===== config.mk =====
export PLATFORM = sky130hd
export DESIGN_NAME = gpio_bbm_port
export DESIGN_NICKNAME = d
export VERILOG_FILES = /design/src/rtl/gpio_bbm_port.sv
export SDC_FILE = /design/constraint.sdc
export NUM_CORES = 1
export LEC_CHECK = 0
export BUFFER_PORTS_ARGS = -buffer_cell sky130_fd_sc_hd__buf_4
export CORE_MARGIN = 1
export CORE_UTILIZATION = 51
export CTS_BUF_LIST = sky130_fd_sc_hd__clkbuf_8
export DETAILED_ROUTE_END_ITERATION = 8
export PLACE_DENSITY_LB_ADDON = 0.15
export SLEW_MARGIN = 10
export SYNTH_ARGS = -nofsm -noshare
export SYNTH_HDL_FRONTEND = slang
export SYNTH_SLANG_ARGS = --single-unit

===== constraint.sdc =====
create_clock -name clk -period 1.59 [get_ports clk]
set_clock_uncertainty 0.1 [all_clocks]
set_input_delay 0.318 -clock clk [delete_from_list [all_inputs] [get_ports clk]]
set_output_delay 0.318 -clock clk [all_outputs]
set_load 0.02 [all_outputs]

===== src/rtl/gpio_bbm_port.sv =====
module gpio_bbm_port #(
  parameter int WIDTH       = 8,
  parameter int SYNC_STAGES = 2
) (
  input  logic             clk,
  input  logic             rst_n,
  input  logic             bus_wr,
  input  logic [2:0]       bus_addr,
  input  logic [WIDTH-1:0] bus_wdata,
  output logic [WIDTH-1:0] bus_rdata,
  input  logic [WIDTH-1:0] pad_in,
  output logic [WIDTH-1:0] pad_out,
  output logic [WIDTH-1:0] pad_oe,
  output logic [WIDTH-1:0] pad_pu
);

  localparam logic [2:0] A_LEVEL = 3'd0;
  localparam logic [2:0] A_DIR   = 3'd1;
  localparam logic [2:0] A_VAL   = 3'd2;
  localparam logic [2:0] A_PULL  = 3'd3;
  localparam logic [2:0] A_CTRL  = 3'd4;

  logic [WIDTH-1:0] dir_q, val_q, pull_q, gap_q;
  logic             bbm_q;
  logic [WIDTH-1:0] sync_q [SYNC_STAGES];

  wire wr_level = bus_wr && (bus_addr == A_LEVEL);
  wire wr_dir   = bus_wr && (bus_addr == A_DIR);
  wire wr_val   = bus_wr && (bus_addr == A_VAL);
  wire wr_pull  = bus_wr && (bus_addr == A_PULL);
  wire wr_ctrl  = bus_wr && (bus_addr == A_CTRL);

  wire [WIDTH-1:0] rising = bus_wdata & ~dir_q;

  always_ff @(posedge clk or negedge rst_n) begin
    if (!rst_n) begin
      dir_q  <= '0;
      val_q  <= '0;
      pull_q <= '0;
      gap_q  <= '0;
      bbm_q  <= 1'b0;
    end else begin
      gap_q <= (wr_dir && bbm_q) ? rising : '0;
      if (wr_dir)   dir_q  <= bus_wdata;
      if (wr_pull)  pull_q <= bus_wdata;
      if (wr_ctrl)  bbm_q  <= bus_wdata[0];
      if (wr_val)        val_q <= bus_wdata;
      else if (wr_level) val_q <= val_q ^ bus_wdata;
    end
  end

  generate
    for (genvar s = 0; s < SYNC_STAGES; s++) begin : g_sync
      always_ff @(posedge clk or negedge rst_n) begin
        if (!rst_n)
          sync_q[s] <= '0;
        else if (s == 0)
          sync_q[s] <= pad_in;
        else
          sync_q[s] <= sync_q[(s == 0) ? 0 : s-1];
      end
    end
  endgenerate

  assign pad_out = val_q;
  assign pad_oe  = dir_q & ~gap_q;
  assign pad_pu  = pull_q;

  always_comb begin
    case (bus_addr)
      A_LEVEL: bus_rdata = sync_q[SYNC_STAGES-1];
      A_DIR:   bus_rdata = dir_q;
      A_VAL:   bus_rdata = val_q;
      A_PULL:  bus_rdata = pull_q;
      A_CTRL:  bus_rdata = {{(WIDTH-1){1'b0}}, bbm_q};
      default: bus_rdata = '0;
    endcase
  end

  always @(negedge clk) begin
    if (!rst_n)
      assert_reset_release_R4: assert (pad_oe == '0 && pad_pu == '0)
        else $error("pads not released in reset");
  end

  assert_toggle_R5: assert property (@(posedge clk) disable iff (!rst_n)
    wr_level |=> (pad_out == ($past(pad_out) ^ $past(bus_wdata))));

  assert_bbm_gap_R6: assert property (@(posedge clk) disable iff (!rst_n)
    (wr_dir && bbm_q) |=> ((pad_oe & $past(bus_wdata & ~dir_q)) == '0));

  assert_gap_one_cycle_R6: assert property (@(posedge clk) disable iff (!rst_n)
    (wr_dir && bbm_q) ##1 !wr_dir |=> (pad_oe == dir_q));

  assert_release_R7: assert property (@(posedge clk) disable iff (!rst_n)
    wr_dir |=> ((pad_oe & ~$past(bus_wdata)) == '0));

  assert_no_gap_R8: assert property (@(posedge clk) disable iff (!rst_n)
    (wr_dir && !bbm_q) |=> (pad_oe == $past(bus_wdata)));

  assert_pull_R3: assert property (@(posedge clk) disable iff (!rst_n)
    wr_pull |=> (pad_pu == $past(bus_wdata)));

endmodule


* Word-level counts from Yosys, hierarchy flattened
Cells that the tools add are included.
** Storage, ports and cells
- Bits in registers :: 49
- Bits in latches :: 0
- Memory bits (writable) :: 0
- Memory bits (read-only) :: 0
- Output and inout port bits :: 32
- Logic and storage cells :: 28
- Memories :: 0
** Operators by class
- Add/sub/neg operators :: 0
- Multipliers :: 0
- Div/mod/pow operators :: 0
- Order comparisons :: 0
- Equality and inequality tests :: 4
- Shift operators :: 0
- Muxes and demuxes :: 4
- Bitwise logic cells :: 5
- Reductions and logical operators :: 8
** Operators with widths (count)
- 8-bit case mux with 5 select lines :: 1
- 8-bit two-way mux :: 3
- 8-bit bitwise AND :: 2
- 8-bit NOT :: 2
- 8-bit XOR :: 1
- 3-bit by 2-bit == test with 1-bit output (second input constant) :: 2
- 1-bit logical AND :: 6
- 3-bit by 1-bit == test with 1-bit output (second input constant) :: 1
- 3-bit == test (second input constant) :: 1
- 3-bit logical NOT :: 1
- 2-bit nonzero test :: 1

* Logic depth before layout (Yosys ltp)
- Depth after elaboration :: 4
- Gate-level depth with buffers :: 5

* Worst setup path before layout
No wires, ideal clock.
- Path type :: input-to-output
- Start point :: input port bus_addr[1]
- End point :: output port bus_rdata[0]
- Arrival :: 1.266 ns
- Setup slack :: -0.094 ns
- Stages on the path :: 5
- Path buffers :: 2
- Cell sequence :: buf_2 buf_4 nand3_1 o21a_1 o22ai_1
** On the way
- Cells in the longest elaborated chain, start to end :: 2
- Elaborated cells on any way between the ends :: 6
** Ends and longest elaborated chain
- from (decl) :: line 8 : input logic [2:0] bus_addr,
- 3-bit == test (tied with other cells) :: line 70 : case (bus_addr)
- 8-bit case mux with 5 select lines * :: line 70
- to (decl) :: line 10 : output logic [WIDTH-1:0] bus_rdata,
Every way passes the cells marked *; elsewhere a longest branch is shown, timed or not.

* Worst setup path in the final report
- Start point :: register pull_q[7] (netlist: pad_pu[7])
- End point :: output port bus_rdata[7]
** On the way
- Cells in the longest elaborated chain, start to end :: 1
** Ends and longest elaborated chain
- from (decl) :: line 23 : logic [WIDTH-1:0] dir_q, val_q, pull_q, gap_q;
- from (signal assigned) :: line 45 : if (wr_pull) pull_q <= bus_wdata;
- 8-bit case mux with 5 select lines :: line 70
No other way between the ends.

==> results.yml <==
run_status:
  status: "complete, but fails checks"
  violations: "setup timing"
sta:
  drv_slew: 0
  final-hold-violation-count: 0
  worst_pin_slew_ns: 0.605
  fin_crit_sh_pct: 117
  max_slew_margin_pct: 59.7
  layout_setup_ws_ns: -0.274
  period_minus_slack_ns: 1.86
  fmax_mhz: 537
  setup_violations: 8
  rsz0062_at_grt: "true"
worst_setup_path:
  cp_data_arrival_time_ns: 1.45
  r2r-start: "pad_pu[7]"
  worstPathMaxFanout: 2
  critical-path-max-stage-delay_ns: 0.47
  crit_cells: 3
  critPathKind: "reg2out"
  crit_chain: "mux4_2 -> nor2b_1 -> buf_4"
  critPathTopFamily: "multiplexers"
  end_kind: "output port"
  cp-endpoint: "bus_rdata[7]"
  critPathLaunchType: "flip-flop"
  cp.buffers_inverters: 1
  critPathSlowestCell: "mux4_2"
  reg2reg_slack_ns: 0.47
  startpoint: "pad_pu[7]"
  worstPathRequired_ns: 1.17
  reg2reg_to: "pad_pu[7]"
  reg2reg_depth: 3
floorplanning:
  ios: 54
  die_w_um: 66.1
  die_h_um: 66.1
  die_area_um2: 4370
  core_area_um2: 3800
  core.rowCount: 22
  initial_core_util_pct: 55.1
synthesis:
  synth_top_family_by_area: "multiplexers"
  netlist_area_um2: 2090
  synth_compound_area_share_pct: 5.56
  yosys-top-cells-count: "49 x dfrtp_1, 16 x mux2_2, 16 x nor2b_1, 12 x a21oi_1, 9 x mux2i_1"
  synth_seq_area_share_pct: 58.5
  yosys_warnings: 0
  synthMuxAreaShare_pct: 21.0
  yosysTopAreaCellShare_pct: 58.5
  synth_adder_area_share_pct: 0
  avgSynthCellArea_um2: 14.3
  synthXorXnorAreaFrac_pct: 0
  synth-edff-count: 0
  syn_inst: 146
  synth.most_common_cell: "dfrtp_1"
  ys.flop_type: "dfrtp_1"
  ys_ff_latch: 49
  synth_top_area_cell: "dfrtp_1"
  ys_types: 23
  synth.area.top_cells: "dfrtp_1 59%, mux2_2 8.6%, mux4_2 7.5%"
  ys_async_sr_fraction_pct: 100
  synth_nets: 168
  yosys.area_share.simple_pct: 12.4
clock_network:
  clockBufferDepth: 2
  cts_tree: "built"
  cts.reportedPaths.clkPinSlew_ns: 0.08
  root_buffer: "clkbuf_8"
  cts.sinks: 49
  cts_buffers: 5
  htreeDepth: 2
  clk_latency_ns: 0.29
power_and_ir_drop:
  power.leakage_nw: 1.42
  power.density_nw_per_um2: 1180
  p_total_mw: 3.46
  ir_worst_vdd_v: 0.000816
flow_run:
  cap_violations: 0
global_route:
  grt_pass1_wl_um: 7230
  gr-usage-all-layers_pct: 23.0
  busiest_layer: "met2"
  use_met1_pct: 28.8
  met2_usage_pct: 39.4
  grt_max_degree: 50
  use_met3_pct: 5.00
  gr-total-overflow: 0
  grt_pass1_vias: 1537
  antenna_found_initial: 0
detailed_routing:
  drtIter0Drc: 61
  antenna_left: 0
  route.vias.total: 1526
  route.detailed.drc: 0
  viasPerCell: 5.32
  wl_per_cell_um: 16.3
  first_pass_iters: 4
  wl_um: 4690
finish:
  drive_gt1_share_pct: 55.2
  diodes: 0
  final_util_pct: 77.4
  fill_cells: 251
  areaGrowthSynthToFinish_pct: 40.4
  final_nets: 260
  final_cell_count_no_fill: 287
placed_design:
  place.gp.congestion: 0.770
  dp.cells: 261
  dp_hpwl_um: 3130
  portBuffers: 53
min_path:
  hp-class: "in2reg"
## power breakdown
part	switching [mW]	total [mW]	internal, mW
clock	0.370	0.663	0.294
combinational	0.584	1.29	0.703
sequential	0.0969	1.51	1.41
## worst register-to-register path, cell delays in order (launching register included)
cell and delay [ns]:
dfrtp_1 0.39, buf_4 0.14, buf_4 0.13, mux2_2 0.25
## cell families after synthesis
family / count (synthesis)
AO/OA/AOI/OAI: 19
buffers and inverters: 6
flip-flops: 49
multiplexers: 33
AND/OR/NAND/NOR: 39
## routing by layer
layer | vias up | routed length, um
met5 | - | 0
met4 | 0 | 55
met3 | 5 | 233
met2 | 46 | 2450
met1 | 769 | 1950
li1 | 706 | -
## state kept, by name, summed over array words and instances (netlist names)
signal,count
bbm_q,1
gap_q,8
sync_q,16
pad_pu,8
dir_q,8
pad_out,8
## layout make-up
| cell class | instances | area, um2 | share of cell area (%) |
|---|---|---|---|
| Clock buffer | 5 | 68.8 | 2.34 |
| Clock inverter | 3 | 11.3 | 0.383 |
| Multi-Input combinational cell | 91 | 863 | 29.3 |
| Sequential cell | 49 | 1230 | 41.7 |
| Tap cell | 48 | 60.1 | 2.04 |
| Timing Repair Buffer | 91 | 712 | 24.2 |
## worst min path at each step
stage                     startpoint         end  slack, ns  depth (start not counted)
after detailed placement  sync_q[11]   sync_q[3]       0.23                          0
after global placement    sync_q[12]   sync_q[4]       0.23                          0
after CTS                  pad_in[1]   sync_q[9]       0.02                          1
final                      pad_in[1]   sync_q[9]       0.02                          1
after floorplan                rst_n       bbm_q      -0.08                          0
after global routing       pad_in[3]  sync_q[11]       0.01                          1
## repair_timing
item,CTS,global route
setup endpoints to repair,8,8
pin swaps,2,0
buffers inserted,10,7
gates resized for setup,2,15
hold endpoints to repair,49,0
hold buffers,1,0
## cells in the final DEF (no fill, tap or decap), types with 3 or more instances in the layout
| cell type | Yosys | routed |
|---|---|---|
| buf_4 | 2 | 83 |
| dfrtp_1 | 49 | 49 |
| mux2_2 | 16 | 16 |
| a21oi_1 | 12 | 12 |
| nor2b_1 | 16 | 11 |
| mux2i_1 | 9 | 9 |
| nor3b_1 | 8 | 8 |
| nand2_1 | 8 | 8 |
| mux4_2 | 7 | 7 |
| buf_6 | 3 | 7 |
| nor2b_4 | 0 | 5 |
| clkbuf_8 | 0 | 5 |
| a21oi_2 | 4 | 4 |
| inv_1 | 0 | 3 |
## per-stage QoR
stage	worst slack [ns]	cell area (um2)	setup TNS (ns)	hold WS (ns)
finish	-0.274	2940	-1.79	0.0223
global route	-0.313	2940	-2.10	0.0132
CTS	-0.295	2830	-1.91	0.0152
detailed placement	-0.233	2660	-1.55	0.235
global placement	-0.210	2660	-1.47	0.233
floorplan	0.0224	2100	0	-0.0776
No activity file was read; power rests on OpenSTA's default activity.
